--- src/rtl/flash_seq_pkg.sv ---
`timescale 1ns/1ps
package flash_seq_pkg;

  typedef enum logic [1:0] {
    OP_PROG   = 2'd0,
    OP_SERASE = 2'd1,
    OP_CERASE = 2'd2,
    OP_RESET  = 2'd3
  } fseq_op_e;

  typedef enum logic [2:0] {
    ST_IDLE,
    ST_WR_SETUP,
    ST_WR_LOW,
    ST_WR_HIGH,
    ST_RD,
    ST_RD_GAP,
    ST_RST_LOW,
    ST_RST_WAIT
  } fseq_state_e;

  localparam logic [7:0]  CMD_UNLK1 = 8'hAA;
  localparam logic [7:0]  CMD_UNLK2 = 8'h55;
  localparam logic [7:0]  CMD_PROG  = 8'hA0;
  localparam logic [7:0]  CMD_ERASE = 8'h80;
  localparam logic [7:0]  CMD_SECT  = 8'h30;
  localparam logic [7:0]  CMD_CHIP  = 8'h10;
  localparam logic [15:0] ADR_UNLK1 = 16'h5555;
  localparam logic [15:0] ADR_UNLK2 = 16'h2AAA;

  // nanosecond minimum to clock cycles, rounded up, never below one
  function automatic int ps2cyc(input int t_ps, input int clk_ps);
    int c;
    c = (t_ps + clk_ps - 1) / clk_ps;
    return (c < 1) ? 1 : c;
  endfunction

endpackage

--- src/rtl/fseq_timer.sv ---
`timescale 1ns/1ps
module fseq_timer #(
  parameter int W = 8
) (
  input  logic         clk_i,
  input  logic         rst_ni,
  input  logic         load_i,
  input  logic [W-1:0] val_i,
  output logic         zero_o
);
  logic [W-1:0] cnt_q;

  always_ff @(posedge clk_i or negedge rst_ni) begin
    if (!rst_ni)          cnt_q <= '0;
    else if (load_i)      cnt_q <= val_i;
    else if (cnt_q != '0) cnt_q <= cnt_q - 1'b1;
  end

  assign zero_o = (cnt_q == '0);
endmodule

--- src/rtl/fseq_cmd_gen.sv ---
`timescale 1ns/1ps
module fseq_cmd_gen
  import flash_seq_pkg::*;
#(
  parameter int N_LANES = 4,
  parameter int ADDR_W  = 21,
  parameter int SECT_W  = 5,
  localparam int DATA_W = 8 * N_LANES
) (
  input  fseq_op_e            op_i,
  input  logic [2:0]          step_i,
  input  logic [ADDR_W-1:0]   tgt_addr_i,
  input  logic [DATA_W-1:0]   tgt_data_i,
  output logic [ADDR_W-1:0]   bus_addr_o,
  output logic [DATA_W-1:0]   bus_data_o,
  output logic                last_o,
  output logic [ADDR_W-1:0]   poll_addr_o,
  output logic [N_LANES-1:0]  exp7_o
);
  localparam logic [ADDR_W-1:0] A1 = ADDR_W'(ADR_UNLK1);
  localparam logic [ADDR_W-1:0] A2 = ADDR_W'(ADR_UNLK2);

  logic [ADDR_W-1:0] sect_base;
  assign sect_base = {tgt_addr_i[ADDR_W-1 -: SECT_W], {(ADDR_W-SECT_W){1'b0}}};

  function automatic logic [DATA_W-1:0] rep(input logic [7:0] b);
    return {N_LANES{b}};
  endfunction

  always_comb begin
    bus_addr_o = A1;
    bus_data_o = rep(CMD_UNLK1);
    last_o     = 1'b0;
    case (op_i)
      OP_PROG: begin
        case (step_i)
          3'd0:    begin bus_addr_o = A1; bus_data_o = rep(CMD_UNLK1); end
          3'd1:    begin bus_addr_o = A2; bus_data_o = rep(CMD_UNLK2); end
          3'd2:    begin bus_addr_o = A1; bus_data_o = rep(CMD_PROG);  end
          default: begin bus_addr_o = tgt_addr_i; bus_data_o = tgt_data_i; last_o = 1'b1; end
        endcase
      end
      OP_SERASE, OP_CERASE: begin
        case (step_i)
          3'd0:    begin bus_addr_o = A1; bus_data_o = rep(CMD_UNLK1); end
          3'd1:    begin bus_addr_o = A2; bus_data_o = rep(CMD_UNLK2); end
          3'd2:    begin bus_addr_o = A1; bus_data_o = rep(CMD_ERASE); end
          3'd3:    begin bus_addr_o = A1; bus_data_o = rep(CMD_UNLK1); end
          3'd4:    begin bus_addr_o = A2; bus_data_o = rep(CMD_UNLK2); end
          default: begin
            last_o = 1'b1;
            if (op_i == OP_SERASE) begin
              bus_addr_o = sect_base; bus_data_o = rep(CMD_SECT);
            end else begin
              bus_addr_o = A1;        bus_data_o = rep(CMD_CHIP);
            end
          end
        endcase
      end
      default: last_o = 1'b1;
    endcase
  end

  always_comb begin
    case (op_i)
      OP_PROG:   poll_addr_o = tgt_addr_i;
      OP_SERASE: poll_addr_o = sect_base;
      default:   poll_addr_o = '0;
    endcase
  end

  // erased cells read back as ones
  for (genvar l = 0; l < N_LANES; l++) begin : g_exp
    assign exp7_o[l] = (op_i == OP_PROG) ? tgt_data_i[8*l+7] : 1'b1;
  end
endmodule

--- src/rtl/fseq_lane_poll.sv ---
`timescale 1ns/1ps
module fseq_lane_poll #(
  parameter int N_LANES = 4,
  localparam int DATA_W = 8 * N_LANES
) (
  input  logic               clk_i,
  input  logic               rst_ni,
  input  logic               clr_i,
  input  logic               sample_i,
  input  logic [N_LANES-1:0] lanes_i,
  input  logic [N_LANES-1:0] exp7_i,
  input  logic [DATA_W-1:0]  dq_i,
  output logic               all_o
);
  logic [N_LANES-1:0] hit, seen_q;

  for (genvar l = 0; l < N_LANES; l++) begin : g_lane
    assign hit[l] = (dq_i[8*l+7] == exp7_i[l]);

    always_ff @(posedge clk_i or negedge rst_ni) begin
      if (!rst_ni)                seen_q[l] <= 1'b0;
      else if (clr_i)             seen_q[l] <= 1'b0;
      else if (sample_i && hit[l]) seen_q[l] <= 1'b1;
    end
  end

  // counts the read being sampled now
  assign all_o = &(seen_q | hit | ~lanes_i);
endmodule

--- src/rtl/flash_seq.sv ---
`timescale 1ns/1ps
module flash_seq
  import flash_seq_pkg::*;
#(
  parameter int N_LANES    = 4,
  parameter int ADDR_W     = 21,
  parameter int SECT_W     = 5,
  parameter int POLL_W     = 16,
  parameter int CLK_PS     = 5000,
  parameter int T_WP_PS    = 45000,
  parameter int T_WPH_PS   = 20000,
  parameter int T_WC_PS    = 90000,
  parameter int T_ACC_PS   = 90000,
  parameter int T_RP_PS    = 500000,
  parameter int T_READY_PS = 20000000,
  localparam int DATA_W    = 8 * N_LANES
) (
  input  logic               clk_i,
  input  logic               rst_ni,
  input  logic               req_valid_i,
  input  logic [1:0]         req_op_i,
  input  logic [ADDR_W-1:0]  req_addr_i,
  input  logic [DATA_W-1:0]  req_data_i,
  input  logic [N_LANES-1:0] req_lanes_i,
  input  logic [POLL_W-1:0]  poll_limit_i,
  output logic               busy_o,
  output logic               done_o,
  output logic               err_o,
  output logic [ADDR_W-1:0]  fl_addr_o,
  output logic [DATA_W-1:0]  fl_dq_o,
  output logic               fl_dq_oe_o,
  input  logic [DATA_W-1:0]  fl_dq_i,
  output logic [N_LANES-1:0] fl_cs_no,
  output logic [N_LANES-1:0] fl_we_no,
  output logic               fl_oe_no,
  output logic               fl_rst_no
);
  localparam int WP_CYC    = ps2cyc(T_WP_PS, CLK_PS);
  localparam int WPH_CYC   = ps2cyc(T_WPH_PS, CLK_PS);
  localparam int WC_CYC    = ps2cyc(T_WC_PS, CLK_PS);
  localparam int ACC_CYC   = ps2cyc(T_ACC_PS, CLK_PS);
  localparam int RP_CYC    = ps2cyc(T_RP_PS, CLK_PS);
  localparam int READY_CYC = ps2cyc(T_READY_PS, CLK_PS);
  // one setup cycle + low phase + high phase must cover the write cycle
  localparam int HI_CYC    = (WC_CYC - WP_CYC - 1 > WPH_CYC) ? WC_CYC - WP_CYC - 1 : WPH_CYC;
  localparam int TMR_W     = $clog2(RP_CYC + READY_CYC + WC_CYC + ACC_CYC + 2);

  fseq_state_e         state_q, state_d;
  fseq_op_e            op_q;
  logic [ADDR_W-1:0]   addr_q;
  logic [DATA_W-1:0]   data_q;
  logic [N_LANES-1:0]  lanes_q;
  logic [POLL_W-1:0]   limit_q, polls_q, lim_eff;
  logic [2:0]          step_q;
  logic                done_q, err_q;

  logic                tmr_load, tmr_zero;
  logic [TMR_W-1:0]    tmr_val;
  logic                start, step_inc, poll_clr, poll_smp, poll_inc, fin_ok, fin_err;
  logic                last_try, all_hit, cmd_last;
  logic [ADDR_W-1:0]   cmd_addr, poll_addr;
  logic [DATA_W-1:0]   cmd_data;
  logic [N_LANES-1:0]  exp7;

  fseq_timer #(.W(TMR_W)) u_timer (
    .clk_i  (clk_i),
    .rst_ni (rst_ni),
    .load_i (tmr_load),
    .val_i  (tmr_val),
    .zero_o (tmr_zero)
  );

  fseq_cmd_gen #(.N_LANES(N_LANES), .ADDR_W(ADDR_W), .SECT_W(SECT_W)) u_cmd (
    .op_i        (op_q),
    .step_i      (step_q),
    .tgt_addr_i  (addr_q),
    .tgt_data_i  (data_q),
    .bus_addr_o  (cmd_addr),
    .bus_data_o  (cmd_data),
    .last_o      (cmd_last),
    .poll_addr_o (poll_addr),
    .exp7_o      (exp7)
  );

  fseq_lane_poll #(.N_LANES(N_LANES)) u_poll (
    .clk_i    (clk_i),
    .rst_ni   (rst_ni),
    .clr_i    (poll_clr),
    .sample_i (poll_smp),
    .lanes_i  (lanes_q),
    .exp7_i   (exp7),
    .dq_i     (fl_dq_i),
    .all_o    (all_hit)
  );

  assign lim_eff  = (limit_q == '0) ? POLL_W'(1) : limit_q;
  assign last_try = ({1'b0, polls_q} + 1'b1) >= {1'b0, lim_eff};

  always_comb begin
    state_d  = state_q;
    tmr_load = 1'b0;
    tmr_val  = '0;
    start    = 1'b0;
    step_inc = 1'b0;
    poll_clr = 1'b0;
    poll_smp = 1'b0;
    poll_inc = 1'b0;
    fin_ok   = 1'b0;
    fin_err  = 1'b0;
    case (state_q)
      ST_IDLE: begin
        if (req_valid_i && (|req_lanes_i)) begin
          start = 1'b1;
          if (fseq_op_e'(req_op_i) == OP_RESET) begin
            state_d  = ST_RST_LOW;
            tmr_load = 1'b1;
            tmr_val  = TMR_W'(RP_CYC - 1);
          end else begin
            state_d = ST_WR_SETUP;
          end
        end
      end
      ST_WR_SETUP: begin
        state_d  = ST_WR_LOW;
        tmr_load = 1'b1;
        tmr_val  = TMR_W'(WP_CYC - 1);
      end
      ST_WR_LOW: if (tmr_zero) begin
        state_d  = ST_WR_HIGH;
        tmr_load = 1'b1;
        tmr_val  = TMR_W'(HI_CYC - 1);
      end
      ST_WR_HIGH: if (tmr_zero) begin
        if (cmd_last) begin
          state_d  = ST_RD;
          tmr_load = 1'b1;
          tmr_val  = TMR_W'(ACC_CYC - 1);
          poll_clr = 1'b1;
        end else begin
          state_d  = ST_WR_SETUP;
          step_inc = 1'b1;
        end
      end
      ST_RD: if (tmr_zero) begin
        poll_smp = 1'b1;
        if (all_hit) begin
          state_d = ST_IDLE;
          fin_ok  = 1'b1;
        end else if (last_try) begin
          state_d = ST_IDLE;
          fin_err = 1'b1;
        end else begin
          state_d  = ST_RD_GAP;
          poll_inc = 1'b1;
        end
      end
      ST_RD_GAP: begin
        state_d  = ST_RD;
        tmr_load = 1'b1;
        tmr_val  = TMR_W'(ACC_CYC - 1);
      end
      ST_RST_LOW: if (tmr_zero) begin
        state_d  = ST_RST_WAIT;
        tmr_load = 1'b1;
        tmr_val  = TMR_W'(READY_CYC - 1);
      end
      ST_RST_WAIT: if (tmr_zero) begin
        state_d = ST_IDLE;
        fin_ok  = 1'b1;
      end
      default: state_d = ST_IDLE;
    endcase
  end

  always_ff @(posedge clk_i or negedge rst_ni) begin
    if (!rst_ni) begin
      state_q <= ST_IDLE;
      op_q    <= OP_PROG;
      addr_q  <= '0;
      data_q  <= '0;
      lanes_q <= '0;
      limit_q <= '0;
      step_q  <= '0;
      polls_q <= '0;
      done_q  <= 1'b0;
      err_q   <= 1'b0;
    end else begin
      state_q <= state_d;
      done_q  <= fin_ok;
      err_q   <= fin_err;
      if (start) begin
        op_q    <= fseq_op_e'(req_op_i);
        addr_q  <= req_addr_i;
        data_q  <= req_data_i;
        lanes_q <= req_lanes_i;
        limit_q <= poll_limit_i;
        step_q  <= '0;
      end else if (step_inc) begin
        step_q <= step_q + 1'b1;
      end
      if (poll_clr)      polls_q <= '0;
      else if (poll_inc) polls_q <= polls_q + 1'b1;
    end
  end

  logic in_wr, in_rd;
  assign in_wr = (state_q == ST_WR_SETUP) || (state_q == ST_WR_LOW) || (state_q == ST_WR_HIGH);
  assign in_rd = (state_q == ST_RD);

  assign busy_o     = (state_q != ST_IDLE);
  assign done_o     = done_q;
  assign err_o      = err_q;
  assign fl_cs_no   = (in_wr || in_rd) ? ~lanes_q : '1;
  assign fl_we_no   = (state_q == ST_WR_LOW) ? ~lanes_q : '1;
  assign fl_oe_no   = ~in_rd;
  assign fl_dq_oe_o = in_wr;
  assign fl_addr_o  = in_wr ? cmd_addr : (in_rd ? poll_addr : '0);
  assign fl_dq_o    = in_wr ? cmd_data : '0;
  assign fl_rst_no  = (state_q != ST_RST_LOW);
endmodule

--- config.mk ---
export PLATFORM = sky130hd
export DESIGN_NAME = flash_seq
export DESIGN_NICKNAME = d
export VERILOG_FILES = /design/src/rtl/flash_seq_pkg.sv /design/src/rtl/fseq_timer.sv /design/src/rtl/fseq_cmd_gen.sv /design/src/rtl/fseq_lane_poll.sv /design/src/rtl/flash_seq.sv
export SDC_FILE = /design/constraint.sdc
export NUM_CORES = 1
export LEC_CHECK = 0
export BUFFER_PORTS_ARGS = -buffer_cell sky130_fd_sc_hd__buf_2
export CORE_MARGIN = 2
export CORE_UTILIZATION = 48
export DETAILED_ROUTE_END_ITERATION = 10
export GPL_TIMING_DRIVEN = 0
export PLACE_DENSITY = 0.85
export SETUP_SLACK_MARGIN = 0.15
export SYNTH_ARGS = -nofsm -noshare
export SYNTH_HDL_FRONTEND = slang
export SYNTH_SLANG_ARGS = --single-unit
--- constraint.sdc ---
create_clock -name clk_i -period 3.68 [get_ports clk_i]
set_input_delay 0.92 -clock clk_i [delete_from_list [all_inputs] [get_ports clk_i]]
set_output_delay 0.92 -clock clk_i [all_outputs]
set_load 0.05 [all_outputs]
==> impl_results.rst <==
.. list-table::
   :header-rows: 1

   * - Metric
     - Value
   * - Status
     - completed
   * - CTS tree
     - built
   * - Die Height
     - 122 µm
   * - Class of the most critical hold timing path
     - primary input to asynchronous set/reset pin
   * - Post-place instance area
     - 7630 µm²
   * - Synthesis-to-finish area growth
     - 29.7%
   * - CP startpoint kind
     - flip-flop
   * - Global-route wire length before repair
     - 30,300 µm
   * - RSZ-0062 raised after global routing
     - no
   * - Worst slew margin relative to its limit
     - 28.2%
   * - Fraction of synthesized cell area taken by the top area cell type
     - 43.8%
   * - Number of DRC violations after detailed-routing iteration 0
     - 849
   * - Clock Skews
     - 0.00943 ns
   * - Cell with the most instances after synthesis
     - nand2_1
   * - Count of nets left with antenna violations after detail routing
     - 0
   * - Critical path required time
     - 3.99 ns
   * - Final TNS setup
     - 0 ns
   * - Largest net degree at the start of global routing
     - 84
   * - Number of distinct library cells after synthesis
     - 64
   * - Yosys Warn Count
     - 0
   * - Biggest fanout along the worst timing path
     - 10
   * - Count of pins over their slew limit
     - 0
   * - Highest clock rate
     - 277 MHz
   * - IR Drop Worst-Case VDD
     - 0.342 mV
   * - Number of synthesized register bits
     - 116
   * - Worst-path clk slew
     - 0.06 ns
   * - Ant. Diodes
     - 0
   * - Horizontal die dimension
     - 122 µm
   * - Synthesized instance count
     - 791
   * - Number of enable-type register cells in the synthesized netlist
     - 0
   * - Critical path capture point type
     - flip-flop
   * - Number of vias per cell
     - 5.79
   * - Number of port buffers
     - 148
   * - Number of nets at the end of the flow
     - 1,116
   * - CTS Root Cell
     - clkbuf_16
   * - Number of cells traversed by the worst register-to-register path
     - 14
   * - Count of final hold-check violations
     - 0
   * - Minimum clock period
     - 3.61 ns
   * - Fillcell total
     - 1,055
   * - Core region area
     - 13,300 µm²
   * - Final core utilization
     - 64.4%
   * - Arrival @ worst endpoint
     - 3.92 ns
   * - Number of design rule violations left after detail routing
     - 0
   * - DRT Pass-1 Iters
     - 6
   * - WS Path Type
     - flip-flop to flip-flop
   * - Final wirelength
     - 20,800 µm
   * - Mean instance size in the synthesized netlist
     - 8.39 µm²
   * - Portion of the post-synthesis area used by sequential elements
     - 43.8%
   * - Number of clock sinks seen by CTS
     - 116
   * - Worst-Margin Slew
     - 1.06 ns
   * - Area contributors post-synth
     - dfrtp_1, nand2_1, o21ai_0
   * - Ys async rst share
     - 100%
   * - Antenna violations before repair
     - 0
   * - Most frequent cells after synthesis
     - nand2_1, dfrtp_1, o21ai_0, a21oi_1, inv_1
   * - Max-cap violations
     - 0
   * - Prevailing post-synth register cell
     - dfrtp_1
   * - Post-synthesis net count
     - 927
   * - Final weighted congestion in routability-driven placement
     - 0.944
   * - DP Wirelength
     - 13,300 µm
   * - Top cell type by total area after synthesis
     - dfrtp_1
   * - Leak pwr
     - 0.00437 µW
   * - TritonCTS Buffers
     - 17
   * - Finished Cell Area
     - 8600 µm²
   * - Via count of the first global-routing pass
     - 6,255
   * - Clock latency on the worst-skew pair
     - 0.43 ns
   * - Effective utilization at floorplan
     - 49.7%
   * - Power density over cell area
     - 409 nW/µm²
   * - Setup-failing EPs final
     - 0
   * - Global router's overall resource usage
     - 26.2%
   * - Std-Cell Rows
     - 42
   * - I/O pin count
     - 177
   * - Mapped Area
     - 6630 µm²
   * - Congestion Overflow GR
     - 0
   * - H-Tree Level Count
     - 4
   * - Share of final-layout standard cells stronger than drive strength 1
     - 26.7%
   * - Maximum root-to-sink buffer count
     - 2
   * - DIE AREA
     - 14,800 µm²
   * - Via count
     - 6,757
   * - Crit share post-route
     - 98.2%
   * - DR WL/cell
     - 17.8 µm
final cells by class:
type | count | area, µm² | area share (%)
repair buffers | 171 | 960 | 11.2
flip-flops and latches | 116 | 2910 | 33.8
well taps | 176 | 220 | 2.56
clock buffers | 18 | 429 | 4.99
plain buffers | 39 | 200 | 2.33
inverters | 33 | 124 | 1.44
clock inverters | 13 | 185 | 2.15
multi-input cells | 602 | 3580 | 41.6
state kept, by name, summed over array words and instances (netlist names):
signal	flops
data_q	32
addr_q	21
limit_q	16
polls_q	16
u_timer.cnt_q	13
lanes_q	4
u_poll.seen_q	4
state_q	3
step_q	3
op_q	2
done_o	1
err_o	1
final timing paths:
kind / from / endpoint / slack (ns)
setup / recovery: polls_q[1] / polls_q[10] / 0.07
hold / removal: rst_ni / limit_q[9] / 0.37
setup reg to reg: polls_q[1] / polls_q[10] / 0.07
hold reg to reg: data_q[3] / data_q[3] / 0.47
max in group asynchronous: rst_ni / step_q[0] / 2.59
min in group clk_i: data_q[3] / data_q[3] / 0.47
critical path, cell delays in order (launching register included):
cell,delay (ns)
dfrtp_1,0.44
ha_4,0.19
nand3_4,0.08
or3_4,0.36
buf_6,0.14
nor2_1,0.12
xor2_1,0.29
ha_1,0.31
a21o_1,0.20
a221oi_2,0.36
o2111ai_4,0.18
or2_1,0.25
buf_6,0.14
buf_12,0.14
mux2_4,0.29
power by group:
part	internal, µW	switching (µW)	leakage, µW
Clock	1130	609	0.000296
Combinational	126	304	0.00263
Sequential	1330	31.5	0.00145
kinds of logic (layout without fill, tap and decap cells):
| logic type | after synthesis | count (layout) | synth area share (%) |
|---|---|---|---|
| adder cells (fa/ha/maj) | 26 | 26 | 4.90 |
| AO/OA/AOI/OAI | 190 | 190 | 17.7 |
| buffers and inverters | 73 | 274 | 4.73 |
| flip-flops | 116 | 116 | 43.8 |
| multiplexers | 13 | 13 | 2.38 |
| AND/OR/NAND/NOR | 347 | 347 | 23.1 |
| XOR/XNOR | 26 | 26 | 3.43 |
metrics by stage:
stage	setup slack (ns)	total power (µW)	std cells	hold slack [ns]
final	0.0678	3520	1168	0.371
after global routing	0.0350	3620	1168	0.396
after CTS	0.106	3510	1151	0.378
after detailed placement	-0.107	1780	1116	0.457
after global placement	-0.117	1770	1115	0.451
after floorplan	0.232	1630	791	0.437
cell usage in the layout, fill, tap and decap left out, drive strengths merged, types with 5 or more instances in the layout:
cell type	synthesis	layout
mux2	10	10
a211oi	6	6
and3	5	5
nand3	13	13
nor2b	9	9
o21a	5	5
clkbuf	28	52
dfrtp	116	116
buf	12	176
a21oi	46	46
a31oi	5	5
nor3	17	17
clkinv	0	7
nor4	5	5
a21o	18	18
or2	5	5
and2	14	14
nand2b	6	6
nor2	25	25
ha	26	26
inv	33	33
xnor2	17	17
nand2	233	233
or3	5	5
xor2	9	9
o21ai	76	76
what timing repair did:
action                                 4_1_cts  5_1_grt
endpoints found under the hold margin        0        0
resized for setup                           19       44
setup endpoints to repair                   66       66
pin swaps                                    3       16
setup buffers                                5       17
hold buffers                                 0        0
per-layer routing:
layer	track usage [%]	share of wire (%)	up-vias
li1	-	-	3061
met1	34.0	39	3200
met2	43.4	48	413
met3	5.20	8.4	83
met4	10.6	3.9	0
met5	0	0	-
Power figures use the tool's default switching activity.
